$ cat config.mk
export PLATFORM = sky130hd
export DESIGN_NAME = pss_synth_ctrl
export DESIGN_NICKNAME = d
export VERILOG_FILES = /design/src/rtl/pss_pkg.sv /design/src/rtl/pss_serial_load.sv /design/src/rtl/pss_ref_div.sv /design/src/rtl/pss_fb_div.sv /design/src/rtl/pss_pfd_lock.sv /design/src/rtl/pss_synth_ctrl.sv
export SDC_FILE = /design/constraint.sdc
export NUM_CORES = 1
export LEC_CHECK = 0
export ABC_AREA = 0
export CAP_MARGIN = 20
export CORE_MARGIN = 1
export CORE_UTILIZATION = 30
export CTS_BUF_LIST = sky130_fd_sc_hd__clkbuf_16
export DETAILED_ROUTE_END_ITERATION = 7
export MAX_ROUTING_LAYER = met4
export RECOVER_POWER = 50
export SETUP_SLACK_MARGIN = 0.15
export SLEW_MARGIN = 20
export SYNTH_ARGS = -nofsm -noshare
export SYNTH_HDL_FRONTEND = slang
export SYNTH_SLANG_ARGS = --single-unit
$ cat constraint.sdc
create_clock -name clk -period 9.66 [get_ports clk]
set_clock_uncertainty 0.2 [all_clocks]
set_input_delay 1.932 -clock clk [delete_from_list [all_inputs] [get_ports clk]]
set_output_delay 1.932 -clock clk [all_outputs]
set_load 0.005 [all_outputs]
$ cat src/rtl/pss_pkg.sv
package pss_pkg;
  localparam int NO_W   = 12;
  localparam int A_W    = 8;
  localparam int WORD_W = NO_W + A_W;
  localparam int PRE_HI = 4;
  localparam int PRE_LO = 3;
  localparam int PW     = $clog2(PRE_HI);
  localparam int TD_W   = NO_W + PW;

  typedef struct packed {
    logic [NO_W-1:0] no;
    logic [A_W-1:0]  a;
  } ratio_t;

  // a ratio is usable only when the main count exceeds the swallow count
  function automatic logic ratio_ok(input ratio_t r);
    return 32'(r.no) > 32'(r.a);
  endfunction

  // oscillator edges per feedback period: PRE_HI*(No-A) + PRE_LO*A
  function automatic logic [TD_W-1:0] total_div(input ratio_t r);
    logic [TD_W-1:0] hi;
    logic [TD_W-1:0] lo;
    hi = TD_W'(PRE_HI) * TD_W'(r.no);
    lo = TD_W'(PRE_HI - PRE_LO) * TD_W'(r.a);
    return hi - lo;
  endfunction
endpackage

$ cat src/rtl/pss_serial_load.sv
module pss_serial_load
  import pss_pkg::*;
#(
  parameter int SYNC_STAGES = 2
) (
  input  logic   clk,
  input  logic   rst,
  input  logic   ser_clk,
  input  logic   ser_dat,
  input  logic   ser_le,
  output logic   load_stb,
  output ratio_t load_val
);
  localparam int TOP = SYNC_STAGES - 1;

  logic [SYNC_STAGES-1:0] sclk_s, sdat_s, sle_s;
  logic                   sclk_d, sle_d;
  logic [WORD_W-1:0]      shreg;
  logic                   shift_evt, latch_evt;
  ratio_t                 cand;

  assign shift_evt = sclk_s[TOP] & ~sclk_d;
  assign latch_evt = sle_s[TOP] & ~sle_d;
  assign cand      = ratio_t'(shreg);

  always_ff @(posedge clk) begin
    if (rst) begin
      sclk_s   <= '0;
      sdat_s   <= '0;
      sle_s    <= '0;
      sclk_d   <= 1'b0;
      sle_d    <= 1'b0;
      shreg    <= '0;
      load_stb <= 1'b0;
      load_val <= '0;
    end else begin
      sclk_s   <= {sclk_s[TOP-1:0], ser_clk};
      sdat_s   <= {sdat_s[TOP-1:0], ser_dat};
      sle_s    <= {sle_s[TOP-1:0], ser_le};
      sclk_d   <= sclk_s[TOP];
      sle_d    <= sle_s[TOP];
      load_stb <= 1'b0;
      if (shift_evt) shreg <= {shreg[WORD_W-2:0], sdat_s[TOP]};
      if (latch_evt && ratio_ok(cand)) begin
        load_stb <= 1'b1;
        load_val <= cand;
      end
    end
  end
endmodule

$ cat src/rtl/pss_ref_div.sv
module pss_ref_div #(
  parameter int DIV = 18
) (
  input  logic clk,
  input  logic rst,
  input  logic ref_en,
  output logic ref_tick
);
  localparam int CW = $clog2(DIV);

  logic [CW-1:0] cnt_q;

  always_ff @(posedge clk) begin
    if (rst) begin
      cnt_q    <= '0;
      ref_tick <= 1'b0;
    end else begin
      ref_tick <= 1'b0;
      if (ref_en) begin
        if (cnt_q == CW'(DIV - 1)) begin
          cnt_q    <= '0;
          ref_tick <= 1'b1;
        end else begin
          cnt_q <= cnt_q + 1'b1;
        end
      end
    end
  end
endmodule

$ cat src/rtl/pss_fb_div.sv
module pss_fb_div
  import pss_pkg::*;
#(
  parameter int NO_RST = 5,
  parameter int A_RST  = 2
) (
  input  logic   clk,
  input  logic   rst,
  input  logic   vco_en,
  input  logic   load_stb,
  input  ratio_t load_val,
  output logic   fb_tick,
  output logic   mod_ctl,
  output logic   pres_out,
  output logic   fb_boundary,
  output ratio_t act_ratio
);
  logic [PW-1:0]   pres_cnt;
  logic [NO_W-1:0] main_cnt;
  logic [A_W-1:0]  swal_cnt;
  ratio_t          pend_q;
  logic            pend_v;

  assign mod_ctl     = swal_cnt < act_ratio.a;
  assign pres_out    = vco_en &&
                       (pres_cnt == (mod_ctl ? PW'(PRE_LO - 1) : PW'(PRE_HI - 1)));
  assign fb_boundary = pres_out && (main_cnt == act_ratio.no - 1'b1);

  always_ff @(posedge clk) begin
    if (rst) begin
      pres_cnt  <= '0;
      main_cnt  <= '0;
      swal_cnt  <= '0;
      act_ratio <= '{no: NO_W'(NO_RST), a: A_W'(A_RST)};
      pend_q    <= '0;
      pend_v    <= 1'b0;
      fb_tick   <= 1'b0;
    end else begin
      fb_tick <= fb_boundary;
      if (vco_en) pres_cnt <= pres_out ? '0 : pres_cnt + 1'b1;
      if (pres_out) begin
        if (fb_boundary) begin
          main_cnt <= '0;
          swal_cnt <= '0;
          if (pend_v) begin
            act_ratio <= pend_q;
            pend_v    <= 1'b0;
          end
        end else begin
          main_cnt <= main_cnt + 1'b1;
          if (mod_ctl) swal_cnt <= swal_cnt + 1'b1;
        end
      end
      if (load_stb) begin
        pend_q <= load_val;
        pend_v <= 1'b1;
      end
    end
  end
endmodule

$ cat src/rtl/pss_pfd_lock.sv
module pss_pfd_lock #(
  parameter int WIN      = 2,
  parameter int LOCK_CNT = 16
) (
  input  logic clk,
  input  logic rst,
  input  logic ref_tick,
  input  logic fb_tick,
  output logic up,
  output logic dn,
  output logic unlock_n,
  output logic bad_evt
);
  localparam int GAP_W = $clog2(WIN + 2);
  localparam int LC_W  = $clog2(LOCK_CNT + 1);

  logic [GAP_W-1:0] gap_q;
  logic [LC_W-1:0]  lc_q;
  logic             locked_q;
  logic             both, one, good_evt;

  assign both     = up && dn;
  assign one      = up ^ dn;
  assign good_evt = both && (gap_q <= GAP_W'(WIN));
  assign bad_evt  = one && (gap_q == GAP_W'(WIN));
  assign unlock_n = locked_q;

  always_ff @(posedge clk) begin
    if (rst) begin
      up       <= 1'b0;
      dn       <= 1'b0;
      gap_q    <= '0;
      lc_q     <= '0;
      locked_q <= 1'b0;
    end else begin
      if (both) begin
        up <= ref_tick;
        dn <= fb_tick;
      end else begin
        up <= up | ref_tick;
        dn <= dn | fb_tick;
      end
      if (one) begin
        if (gap_q != GAP_W'(WIN + 1)) gap_q <= gap_q + 1'b1;
      end else begin
        gap_q <= '0;
      end
      if (bad_evt) begin
        lc_q     <= '0;
        locked_q <= 1'b0;
      end else if (good_evt) begin
        if (lc_q == LC_W'(LOCK_CNT - 1)) locked_q <= 1'b1;
        if (lc_q != LC_W'(LOCK_CNT)) lc_q <= lc_q + 1'b1;
      end
    end
  end
endmodule

$ cat src/rtl/pss_synth_ctrl.sv
module pss_synth_ctrl
  import pss_pkg::*;
#(
  parameter int REF_DIV      = 18,
  parameter int NO_RST       = 5,
  parameter int A_RST        = 2,
  parameter int LOCK_WIN     = 2,
  parameter int LOCK_PERIODS = 16,
  parameter int SYNC_STAGES  = 2
) (
  input  logic clk,
  input  logic rst,
  input  logic ref_en,
  input  logic vco_en,
  input  logic ser_clk,
  input  logic ser_dat,
  input  logic ser_le,
  output logic ref_tick,
  output logic fb_tick,
  output logic mod_ctl,
  output logic up,
  output logic dn,
  output logic unlock_n
);
  logic   load_stb;
  ratio_t load_val;
  ratio_t act_ratio;
  logic   pres_out;
  logic   fb_boundary;
  logic   bad_evt;

  pss_serial_load #(.SYNC_STAGES(SYNC_STAGES)) ser_i (
    .clk(clk), .rst(rst), .ser_clk(ser_clk), .ser_dat(ser_dat), .ser_le(ser_le),
    .load_stb(load_stb), .load_val(load_val)
  );

  pss_ref_div #(.DIV(REF_DIV)) rdiv_i (
    .clk(clk), .rst(rst), .ref_en(ref_en), .ref_tick(ref_tick)
  );

  pss_fb_div #(.NO_RST(NO_RST), .A_RST(A_RST)) fdiv_i (
    .clk(clk), .rst(rst), .vco_en(vco_en), .load_stb(load_stb), .load_val(load_val),
    .fb_tick(fb_tick), .mod_ctl(mod_ctl), .pres_out(pres_out),
    .fb_boundary(fb_boundary), .act_ratio(act_ratio)
  );

  pss_pfd_lock #(.WIN(LOCK_WIN), .LOCK_CNT(LOCK_PERIODS)) pfd_i (
    .clk(clk), .rst(rst), .ref_tick(ref_tick), .fb_tick(fb_tick),
    .up(up), .dn(dn), .unlock_n(unlock_n), .bad_evt(bad_evt)
  );
endmodule

==> results of run 1 <==
## synthesized netlist by cell type, drive strengths merged
library cell | instances | area [um^2]
dfxtp | 129 | 2580
nor2 | 108 | 405
nand2 | 75 | 282
mux2i | 56 | 561
a21oi | 37 | 185
inv | 29 | 109
ha | 26 | 325
xnor2 | 25 | 219
clkbuf | 19 | 71.3
xor2 | 14 | 123
buf | 13 | 76.3
nor2b | 13 | 81.3
nor3 | 12 | 60.1
nand4 | 8 | 50.1
nor4 | 8 | 65.1
nand3 | 7 | 35.0
nand2b | 6 | 37.5
o21ai | 5 | 25.0
or4 | 5 | 41.3
a211oi | 3 | 22.5
and3 | 3 | 18.8
o211ai | 3 | 22.5
o21a | 3 | 22.5
a21o | 2 | 15.0
nor4b | 2 | 17.5
o2111ai | 2 | 17.5
o21ba | 2 | 20.0
o31ai | 2 | 20.0
a2111oi | 1 | 10.0
a21boi | 1 | 7.51
a221o | 1 | 10.0
a22oi | 1 | 7.51
a31oi | 1 | 6.26
and2 | 1 | 6.26
mux2 | 1 | 11.3
o211a | 1 | 10.0
o22a | 1 | 8.76
o311ai | 1 | 8.76
o31a | 1 | 8.76
o32ai | 1 | 8.76
o41ai | 1 | 8.76
or3 | 1 | 6.26
## sequential cells by signal, indices dropped and copies added, names as in the netlist, 2 cells and up
| register | flops |
|---|---|
| fdiv_i.act_ratio | 20 |
| fdiv_i.pend_q | 20 |
| ser_i.cand | 20 |
| ser_i.load_val | 20 |
| fdiv_i.main_cnt | 12 |
| fdiv_i.swal_cnt | 8 |
| pfd_i.lc_q | 5 |
| rdiv_i.cnt_q | 5 |
| fdiv_i.pres_cnt | 2 |
| pfd_i.gap_q | 2 |
| ser_i.sclk_s | 2 |
| ser_i.sdat_s | 2 |
| ser_i.sle_s | 2 |
## per-stage QoR
| step | instances | cell area (um^2) |
|---|---|---|
| floorplan | 631 | 5630 |
| global placement | 845 | 5920 |
| detailed placement | 845 | 5920 |
| CTS | 877 | 6470 |
| global route | 877 | 6470 |
| finish | 877 | 6470 |
## layout make-up
| cell class | count | area share, % |
|---|---|---|
| Tap cell | 229 | 4.43 |
| Multi-Input combinational cell | 441 | 43.1 |
| Clock inverter | 15 | 1.99 |
| Sequential cell | 129 | 39.9 |
| Inverter | 29 | 1.68 |
| Timing Repair Buffer | 17 | 2.24 |
| Clock buffer | 17 | 6.58 |
## metal layers
layer	vias to the layer above	share of wire [%]
li1	2127	-
met1	1810	54
met2	33	42
met3	10	2.7
met4	0	1.0
met5	-	0
## power by group
part	switching (mW)	internal [mW]	leakage (nW)
sequential	0.00243	0.536	1.04
clock	0.222	0.372	0.275
combinational	0.0147	0.00672	0.925
total	0.239	0.914	2.24
## final timing paths
kind / to / slack, ps / startpoint
worst max-delay path: fdiv_i.pend_q[7]$_SDFFE_PP0P_ / 4440 / rst
worst min-delay path: ser_i.sdat_s[1]$_SDFF_PP0_ / 230 / ser_i.sdat_s[0]$_SDFF_PP0_
worst max register to register: fdiv_i.swal_cnt[2]$_SDFFE_PP0P_ / 5640 / fdiv_i.act_ratio[6]$_SDFFE_PP0P_
worst min register to register: ser_i.sdat_s[1]$_SDFF_PP0_ / 230 / ser_i.sdat_s[0]$_SDFF_PP0_
## worst register-to-register path, stage by stage (launching register included)
cell	delay [ps]
dfxtp_1	340
inv_1	50
ha_1	300
a21o_1	180
a221o_1	380
a2111oi_1	820
o21ba_2	370
or4_1	580
nand2_1	540
nor2_1	120
## cells by family (layout without fill, tap and decap cells)
family / count (synthesis) / after routing / share of synthesized area, %
and+or+nand+nor: 249 / 249 / 19.6
DFF: 129 / 129 / 45.9
AOI/OAI and AO/OA: 70 / 70 / 7.91
buffers and inverters: 61 / 78 / 4.56
muxes: 57 / 57 / 10.2
xor gates and xnor gates: 39 / 39 / 6.07
adders and majority gates: 26 / 26 / 5.78
==> summary.txt, run 1 <==
Floorplan
  – Core area: 0.0181 mm^2
  – Row count: 49
  – Die Y: 139 um
  – Horiz. Die Dim: 139 um
  – Initial Utilization: 31.0%
  – I/O pin count: 13
  – Die area: 0.0193 mm^2

Global route
  – All-layer global routing usage: 12.0%
  – Vias in the first global route: 3789
  – Initial antenna violation count: 0
  – Total gr overflow: 0
  – Largest net degree at the start of global routing: 49
  – GRT busiest layer: met2
  – Met1 Usage GRT: 15.9%
  – First-pass GRT wire length: 18100 um
  – Met2 usage: 16.7%
  – GR met3 Demand/Resource: 3.94%

Route
  – Final WL: 10200 um
  – Remaining antenna violation count: 0
  – Vias per std cell: 4.54
  – Drt wl/cell: 11.6 um
  – DRT Pass-1 Iters: 6
  – DRC: 0
  – Via count: 3980
  – 1st-iter DRT viols: 206

Synthesis
  – Sequential area share after synthesis: 45.9%
  – Yosys warns: 0
  – FF+latch count, synth: 129
  – Syn nets: 664
  – Mapped Cells: 631
  – Syn avg cell area: 8.92 um^2
  – Synth unique cells: 47
  – Post-Synthesis Cell Area: 0.00563 mm^2

STA
  – Worst slew pin tran: 2070 ps
  – RSZ-0062 raised after global routing: false
  – Final Setup Violations: 0
  – Endpoints failing hold: 0
  – Worst setup slack after layout: 4440 ps
  – Final period util: 54.0%
  – Setup TNS Final: 0 ps
  – Fmax: 192 MHz
  – Final period demand of the worst path: 5220 ps
  – Max-slew violation count: 98
  – Slew headroom: -37.7%
  – WHS: 235 ps

Power and ir drop
  – Final Total Pwr: 1.15 mW
  – Leak Pwr: 2.24 nW
  – Power per standard cell area: 178 mW/mm^2
  – VDD IR max: 143 uV

Critical path
  – Crit. End Element: flip-flop
  – Crit path arrival time: 5230 ps
  – Stages on the worst setup path: 4
  – Most used cell along the critical path: clkbuf_1
  – WP data required: 9670 ps
  – Worst-path fanout max: 48
  – CP Cell Sequence: buf_2 -> clkbuf_1 -> clkbuf_1 -> nor2_1
  – Worst R2R Path Depth: 9
  – CP top delay family: buffers and inverters
  – Buf+Inv Stages, Crit Path: 3
  – Critical Path Max Stage Delay: 1580 ps
  – Slowest CP cell: clkbuf_1
  – Setup CP Type: input port to flip-flop
  – Critical Path Source Type: input port

Clocking
  – Worst skew pair latency: 410 ps
  – Htree depth: 4
  – Clk root buf: clkbuf_16
  – CTS buffer count: 17
  – Post-CTS Setup Repair Bufs: 0
  – # clock sinks: 129
  – CTS tree: built
  – Resize count post-CTS: 0
  – Clk pin slew, worst setup/hold paths: 60 ps
  – CTS Hold Buffers Added: 0
  – Max Root-Sink Buffers: 2

Run status
  – Violated checks: capacitance limit, slew limit
  – Status: finished with violations

Finish
  – FF+latch area: 0.00258 mm^2
  – Syn-to-layout area delta: 14.9%
  – Filler cells: 1820
  – NumNets Final: 668
  – N_diodes: 0
  – Multi-input logic area: 0.00279 mm^2
  – Most common cell after layout, fill and taps aside: dfxtp_1
  – Most frequent cells in the layout: dfxtp_1, nor2_1, nand2_1
  – Final core occ: 35.6%
  – Layout cells sized above 1: 5.56%

Hold path
  – Hold Path Class: flip-flop to flip-flop
  – Hold Path Depth: 1

Placement
  – DP Wirelength: 6820 um
  – Input/output buffers: 12
  – RD Place Congestion: 0.823
  – Pre-CTS setup slack: 4250 ps

Run
  – Maxcap violations: 2
Power figures use the tool's default switching activity.
==> run 2: changes to the inputs <==
Clock period 9.66 ns to 5.2 ns, I/O delays scaled along.
==> run 2 against run 1 <==
  * The run still ends with capacitance limit, slew limit left
  * Critical path type is now flip-flop to output port
  * First-iteration DRC count decreased by 25%
  * Die area unchanged
  * Register-to-register slack got worse by 4100 ps
  * Hold slack got worse by 2.0 ps
  * Critical path depth increased by 2
  * Non-clock buffer count unchanged
  * Core utilization increased by 0.14 points
  * Combinational power increased by 87%
  * Flip-flop and latch count unchanged
==> summary.txt, run 2 (synthesis results as in run 1) <==
Run status
  – Status: finished with violations
  – Violated checks: capacitance limit, slew limit

Placement
  – Placed cell area: 0.00592 mm^2 (unchanged)
  – DP Wirelength: 6640 um (-2.7%)
  – Input/output buffers: 12 (unchanged)
  – RD Place Congestion: 0.816 (-0.83%)

Critical path
  – R2r endpoint: fdiv_i.main_cnt[11]$_SDFFE_PP0P_
  – CP Cell Sequence: inv_1 -> ha_1 -> a21o_1 -> a221o_1 -> a21oi_1 -> clkdlybuf4s50_1
  – Crit. End Element: output port
  – Critical Path End: mod_ctl
  – Worst-path fanout max: 4 (-92%)
  – Crit path arrival time: 2490 ps (-2740 ps)
  – WP data required: 3960 ps (-5710 ps)
  – Stages on the worst setup path: 6 (+2)
  – Crit path from: fdiv_i.act_ratio[6]$_SDFFE_PP0P_
  – Slowest CP cell: clkdlybuf4s50_1
  – Critical Path Max Stage Delay: 560 ps (-1020 ps)
  – R2r setup slk: 1590 ps (-4050 ps)
  – Critical Path Source Type: flip-flop
  – Worst R2R Path Depth: 10 (+1)
  – Buf+Inv Stages, Crit Path: 2 (-1)
  – CP top delay family: compound AO/OA/AOI/OAI gates
  – R2R Path Start: fdiv_i.act_ratio[6]$_SDFFE_PP0P_
  – Setup CP Type: flip-flop to output port

STA
  – Slew headroom: -17.8% (+20 points)
  – Final period util: 71.8%
  – Endpoints failing hold: 0 (unchanged)
  – Max-slew violation count: 87 (-11%)
  – Fmax: 268 MHz
  – Final period demand of the worst path: 3730 ps
  – Final Setup Violations: 0 (unchanged)
  – Setup TNS Final: 0 ps (unchanged)
  – Worst slew pin tran: 1770 ps (-299 ps)
  – RSZ-0062 raised after global routing: false

Finish
  – Filler cells: 1886 (+3.6%)
  – Layout cells sized above 1: 5.86% (+0.31 points)
  – NumNets Final: 668 (unchanged)
  – Post-Layout Inst Area: 0.00649 mm^2 (+0.41%)
  – Multi-input logic area: 0.00279 mm^2 (unchanged)
  – Most common cell after layout, fill and taps aside: dfxtp_1
  – Most frequent cells in the layout: dfxtp_1, nor2_1, nand2_1
  – Syn-to-layout area delta: 15.4%
  – FF+latch area: 0.00258 mm^2 (unchanged)
  – N_diodes: 0 (unchanged)

Global route
  – Vias in the first global route: 3697 (-2.4%)
  – Total gr overflow: 0 (unchanged)
  – Initial antenna violation count: 0 (unchanged)
  – First-pass GRT wire length: 17900 um (-1.0%)
  – Largest net degree at the start of global routing: 87 (+78%)
  – All-layer global routing usage: 12.0% (+0.036 points)

Clocking
  – Resize count post-CTS: 0 (unchanged)
  – CTS Hold Buffers Added: 0 (unchanged)
  – Htree depth: 4 (unchanged)
  – # clock sinks: 129 (unchanged)
  – Post-CTS Setup Repair Bufs: 0 (unchanged)
  – CTS buffer count: 17 (unchanged)
  – Worst skew pair latency: 420 ps (about the same)
  – Max Root-Sink Buffers: 2 (unchanged)
  – Clk root buf: clkbuf_16
  – CTS tree: built
  – Clk pin slew, worst setup/hold paths: 50 ps (about the same)

Route
  – Final WL: 10300 um (+0.88%)
  – Vias per std cell: 4.63 (+2.0%)
  – DRT Pass-1 Iters: 6 (unchanged)
  – Via count: 4059 (+2.0%)
  – Drt wl/cell: 11.7 um (+0.88%)
  – 1st-iter DRT viols: 154 (-25%)
  – Remaining antenna violation count: 0 (unchanged)
  – DRC: 0 (unchanged)

Power and ir drop
  – Leak Pwr: 2.25 nW (+0.58%)
  – VDD IR max: 244 uV (+71%)
  – Power per standard cell area: 339 mW/mm^2 (+90%)

Floorplan
  – Row count: 49 (unchanged)
  – I/O pin count: 13 (unchanged)
  – Horiz. Die Dim: 139 um (unchanged)
  – Die Y: 139 um (unchanged)
  – Die area: 0.0193 mm^2 (unchanged)
  – Initial Utilization: 31.0% (unchanged)
  – Core area: 0.0181 mm^2 (unchanged)

Hold path
  – Hold Path Class: flip-flop to flip-flop

Run
  – Maxcap violations: 1 (-1)
[run 2: changes by cell type in the layout (fill, tap and decap cells not counted)]
cell,change
buf_2,-1
buf_4,+1
bufinv_16,+1
clkbuf_1,-1
clkbuf_2,+1
clkinv_2,+1
clkinv_4,-1
inv_1,-1
[run 2: stage by stage]
stage                     hold WS (ps)  power [mW]  instances  setup slack, ps  util [%]
after global routing               249        2.28        877             1290      35.8
final                              233        2.20        877             1470      35.8
after CTS                          235        2.24        877             1430      35.8
after global placement             217        1.06        845             1130      32.6
after floorplan                    214        1.05        631             1850         -
after detailed placement           222        1.06        845             1090      32.6
[run 2: cell type report]
| class | instances | area share, % |
|---|---|---|
| multi-input combinational | 441 | 43.0 |
| sequential | 129 | 39.8 |
| clock buffer | 17 | 6.55 |
| tap | 229 | 4.41 |
| clock inverter | 15 | 2.33 |
| timing repair buffer | 17 | 2.29 |
| inverter | 29 | 1.68 |
[run 2: report_power, final]
part | internal (mW) | leakage [nW] | switching [mW] | total, mW
clock | 0.739 | 0.283 | 0.423 | 1.16
combinational | 0.0123 | 0.929 | 0.0278 | 0.0401
sequential | 0.995 | 1.04 | 0.00460 | 0.999
total | 1.75 | 2.25 | 0.455 | 2.20
[run 2: worst min-delay path by stage]
stage | from | endpoint | slack, ps | depth (start not counted)
6_report | ser_i.sdat_s[0]$_SDFF_PP0_ | ser_i.sdat_s[1]$_SDFF_PP0_ | 230 | 1
3_3_place_gp | ser_i.sclk_s[0]$_SDFF_PP0_ | ser_i.sclk_s[1]$_SDFF_PP0_ | 220 | 1
2_1_floorplan | ser_i.sclk_s[0]$_SDFF_PP0_ | ser_i.sclk_s[1]$_SDFF_PP0_ | 210 | 1
3_5_place_dp | ser_i.sdat_s[0]$_SDFF_PP0_ | ser_i.sdat_s[1]$_SDFF_PP0_ | 220 | 1
4_1_cts | ser_i.sdat_s[0]$_SDFF_PP0_ | ser_i.sdat_s[1]$_SDFF_PP0_ | 230 | 1
5_1_grt | ser_i.sclk_s[0]$_SDFF_PP0_ | ser_i.sclk_s[1]$_SDFF_PP0_ | 250 | 1
[run 2: per-layer routing]
metal	track usage, %	share of wire (%)	vias to the layer above
met3	3.97	3.1	15
met4	4.91	1.6	0
met5	-	0	-
li1	-	-	2132
met1	15.8	54	1868
met2	16.8	41	44
[run 2: worst register-to-register path, cell delays in order, from the launching register on]
cell       delay (ps)
dfxtp_1           340
inv_1              50
ha_1              290
a21o_1            180
a221o_1           370
a2111oi_1         330
buf_4             200
o21ba_2           270
or4_1             590
nand2_1           530
nor2_1            110
==> run 3: changes to the inputs <==
Clock period 5.2 ns to 3.5 ns, I/O delays scaled along.
==> run 3 against run 2 <==
  * The run still ends with capacitance limit, slew limit left
  * Global-route usage fell by 0.23 points
  * Worst setup slack got worse by 1200 ps
  * Combinational power rose by 55%
  * Clock power rose by 53%
  * Hold slack improved by 3.9 ps
  * Via count fell by 1.1%
  * Critical path depth rose by 4
  * Flip-flop and latch count did not move
  * Sequential share of layout area fell by 0.39 points
  * Sequential power rose by 48%
  * Design area rose by 1.1%
  * Die area did not move
  * Highest routed layer unchanged
==> summary.txt, run 3 (synthesis results as in run 1) <==
Global route
  – Vias in the first global route: 3602 (-2.6%)
  – Initial antenna violation count: 0 (unchanged)
  – All-layer global routing usage: 11.8% (-0.23 points)
  – Largest net degree at the start of global routing: 95 (+9.2%)
  – First-pass GRT wire length: 17600 um (-1.7%)
  – Total gr overflow: 0 (unchanged)

Placement
  – Pre-CTS setup slack: 188 ps (-903 ps)
  – RD Place Congestion: 0.803 (-1.6%)
  – Placed Cells: 847 (+0.24%)
  – Input/output buffers: 12 (unchanged)
  – DP Wirelength: 6790 um (+2.3%)
  – Placed cell area: 0.00598 mm^2 (+0.99%)

Run status
  – Status: finished with violations
  – Violated checks: capacitance limit, slew limit

Route
  – Vias per std cell: 4.57 (-1.3%)
  – DRC: 0 (unchanged)
  – 1st-iter DRT viols: 218 (+42%)
  – Via count: 4016 (-1.1%)
  – Drt wl/cell: 11.7 um (-0.38%)
  – Final WL: 10300 um (-0.16%)
  – Remaining antenna violation count: 0 (unchanged)
  – DRT Pass-1 Iters: 6 (unchanged)

STA
  – Slew headroom: -25.5% (-7.7 points)
  – Endpoints failing hold: 0 (unchanged)
  – RSZ-0062 raised after global routing: false
  – Final period util: 92.4%
  – Final period demand of the worst path: 3230 ps
  – Setup TNS Final: 0 ps (unchanged)
  – Worst setup slack after layout: 266 ps (-1200 ps)
  – Fmax: 309 MHz
  – Max-slew violation count: 95 (+9.2%)
  – Worst slew pin tran: 1880 ps (+115 ps)
  – Final Setup Violations: 0 (unchanged)

Critical path
  – R2r endpoint: fdiv_i.act_ratio[19]$_SDFFE_PP0P_
  – Crit. End Element: flip-flop
  – Crit path from: fdiv_i.act_ratio[8]$_SDFFE_PP1P_
  – Critical Path End: fdiv_i.act_ratio[19]$_SDFFE_PP0P_
  – Worst-path fanout max: 23 (+19)
  – Setup CP Type: flip-flop to flip-flop
  – WP data required: 3520 ps (-440 ps)
  – R2r setup slk: 270 ps (-1320 ps)
  – R2R Path Start: fdiv_i.act_ratio[8]$_SDFFE_PP1P_
  – Crit path arrival time: 3250 ps (+760 ps)
  – Critical Path Source Type: flip-flop
  – Worst R2R Path Depth: 10 (unchanged)

Finish
  – Most common cell after layout, fill and taps aside: dfxtp_1
  – Post-Layout Inst Area: 0.00657 mm^2 (+1.1%)
  – Final std cells w/o fill: 879 (+0.23%)
  – N_diodes: 0 (unchanged)
  – Most frequent cells in the layout: dfxtp_1, nor2_1, nand2_1
  – Filler cells: 1829 (-3.0%)
  – NumNets Final: 670 (+0.30%)
  – Syn-to-layout area delta: 16.6%
  – Layout cells sized above 1: 7.23% (+1.4 points)

Power and ir drop
  – VDD IR max: 318 uV (+31%)
  – Leak Pwr: 2.29 nW (+1.8%)
  – Power per standard cell area: 505 mW/mm^2 (+49%)

Floorplan
  – Initial Utilization: 31.0% (unchanged)
  – Horiz. Die Dim: 139 um (unchanged)
  – Die Y: 139 um (unchanged)
  – Core area: 0.0181 mm^2 (unchanged)
  – I/O pin count: 13 (unchanged)
  – Row count: 49 (unchanged)
  – Die area: 0.0193 mm^2 (unchanged)

Clocking
  – Clk pin slew, worst setup/hold paths: 60 ps (about the same)
  – Worst skew pair latency: 410 ps (about the same)
  – Htree depth: 4 (unchanged)
  – Max Root-Sink Buffers: 2 (unchanged)
  – CTS buffer count: 17 (unchanged)
  – Clk root buf: clkbuf_16
  – # clock sinks: 129 (unchanged)
  – CTS tree: built

Hold path
  – Hold Path Class: flip-flop to flip-flop

Run
  – Maxcap violations: 1 (unchanged)
## run 3: per-layer routing
layer | up-vias | part of all wire, % | GRT usage, %
met5 | - | 0 | -
met4 | 0 | 1.5 | 4.74
met3 | 13 | 3.5 | 3.73
met2 | 38 | 41 | 16.2
met1 | 1825 | 54 | 15.8
li1 | 2140 | - | -
## run 3: timing repair
| item | 4_1_cts | 5_1_grt |
|---|---|---|
| setup endpoints to repair | 1 | 4 |
| resized for setup | 1 | 2 |
| buffers inserted | 0 | 0 |
| gates cloned | 0 | 0 |
| hold buffers | 0 | 0 |
## run 3: worst min-delay path by stage
stage	slack, ps	start	cells past startpoint	end
final	240	ser_i.sle_s[0]$_SDFF_PP0_	1	ser_i.sle_s[1]$_SDFF_PP0_
after floorplan	210	ser_i.sclk_s[0]$_SDFF_PP0_	1	ser_i.sclk_s[1]$_SDFF_PP0_
after CTS	250	ser_i.sle_s[0]$_SDFF_PP0_	1	ser_i.sle_s[1]$_SDFF_PP0_
after global routing	250	ser_i.sdat_s[0]$_SDFF_PP0_	1	ser_i.sdat_s[1]$_SDFF_PP0_
after detailed placement	230	ser_i.sle_s[0]$_SDFF_PP0_	1	ser_i.sle_s[1]$_SDFF_PP0_
after global placement	220	ser_i.sclk_s[0]$_SDFF_PP0_	1	ser_i.sclk_s[1]$_SDFF_PP0_
## run 3: cell type report
| class | count | area, um^2 | share of cell area (%) |
|---|---|---|---|
| Multi-Input combinational cell | 441 | 2800 | 42.6 |
| Sequential cell | 129 | 2580 | 39.4 |
| Clock buffer | 17 | 425 | 6.48 |
| Tap cell | 229 | 287 | 4.36 |
| Timing Repair Buffer | 19 | 191 | 2.92 |
| Clock inverter | 15 | 169 | 2.57 |
| Inverter | 29 | 109 | 1.66 |
## run 3: critical path: stages (launching register included)
cell	delay [ps]
dfxtp_1	480
inv_1	130
ha_1	310
o21ba_2	230
a22oi_1	200
o2111ai_1	130
or4_4	580
nor4_4	280
buf_12	230
mux2i_1	220
nor2_1	60
## run 3: power breakdown
group,internal [mW],total (mW),switching [mW]
clock network,1.11,1.77,0.652
registers,1.48,1.48,0.00719
logic,0.0207,0.0622,0.0415
## run 3: through the flow
stage | util (%) | power (mW) | hold WS (ps)
6_report | 36.2 | 3.31 | 237
5_1_grt | 36.2 | 3.43 | 253
4_1_cts | 36.2 | 3.36 | 246
3_5_place_dp | 32.9 | 1.58 | 226
3_3_place_gp | 32.9 | 1.58 | 217
2_1_floorplan | - | 1.56 | 214
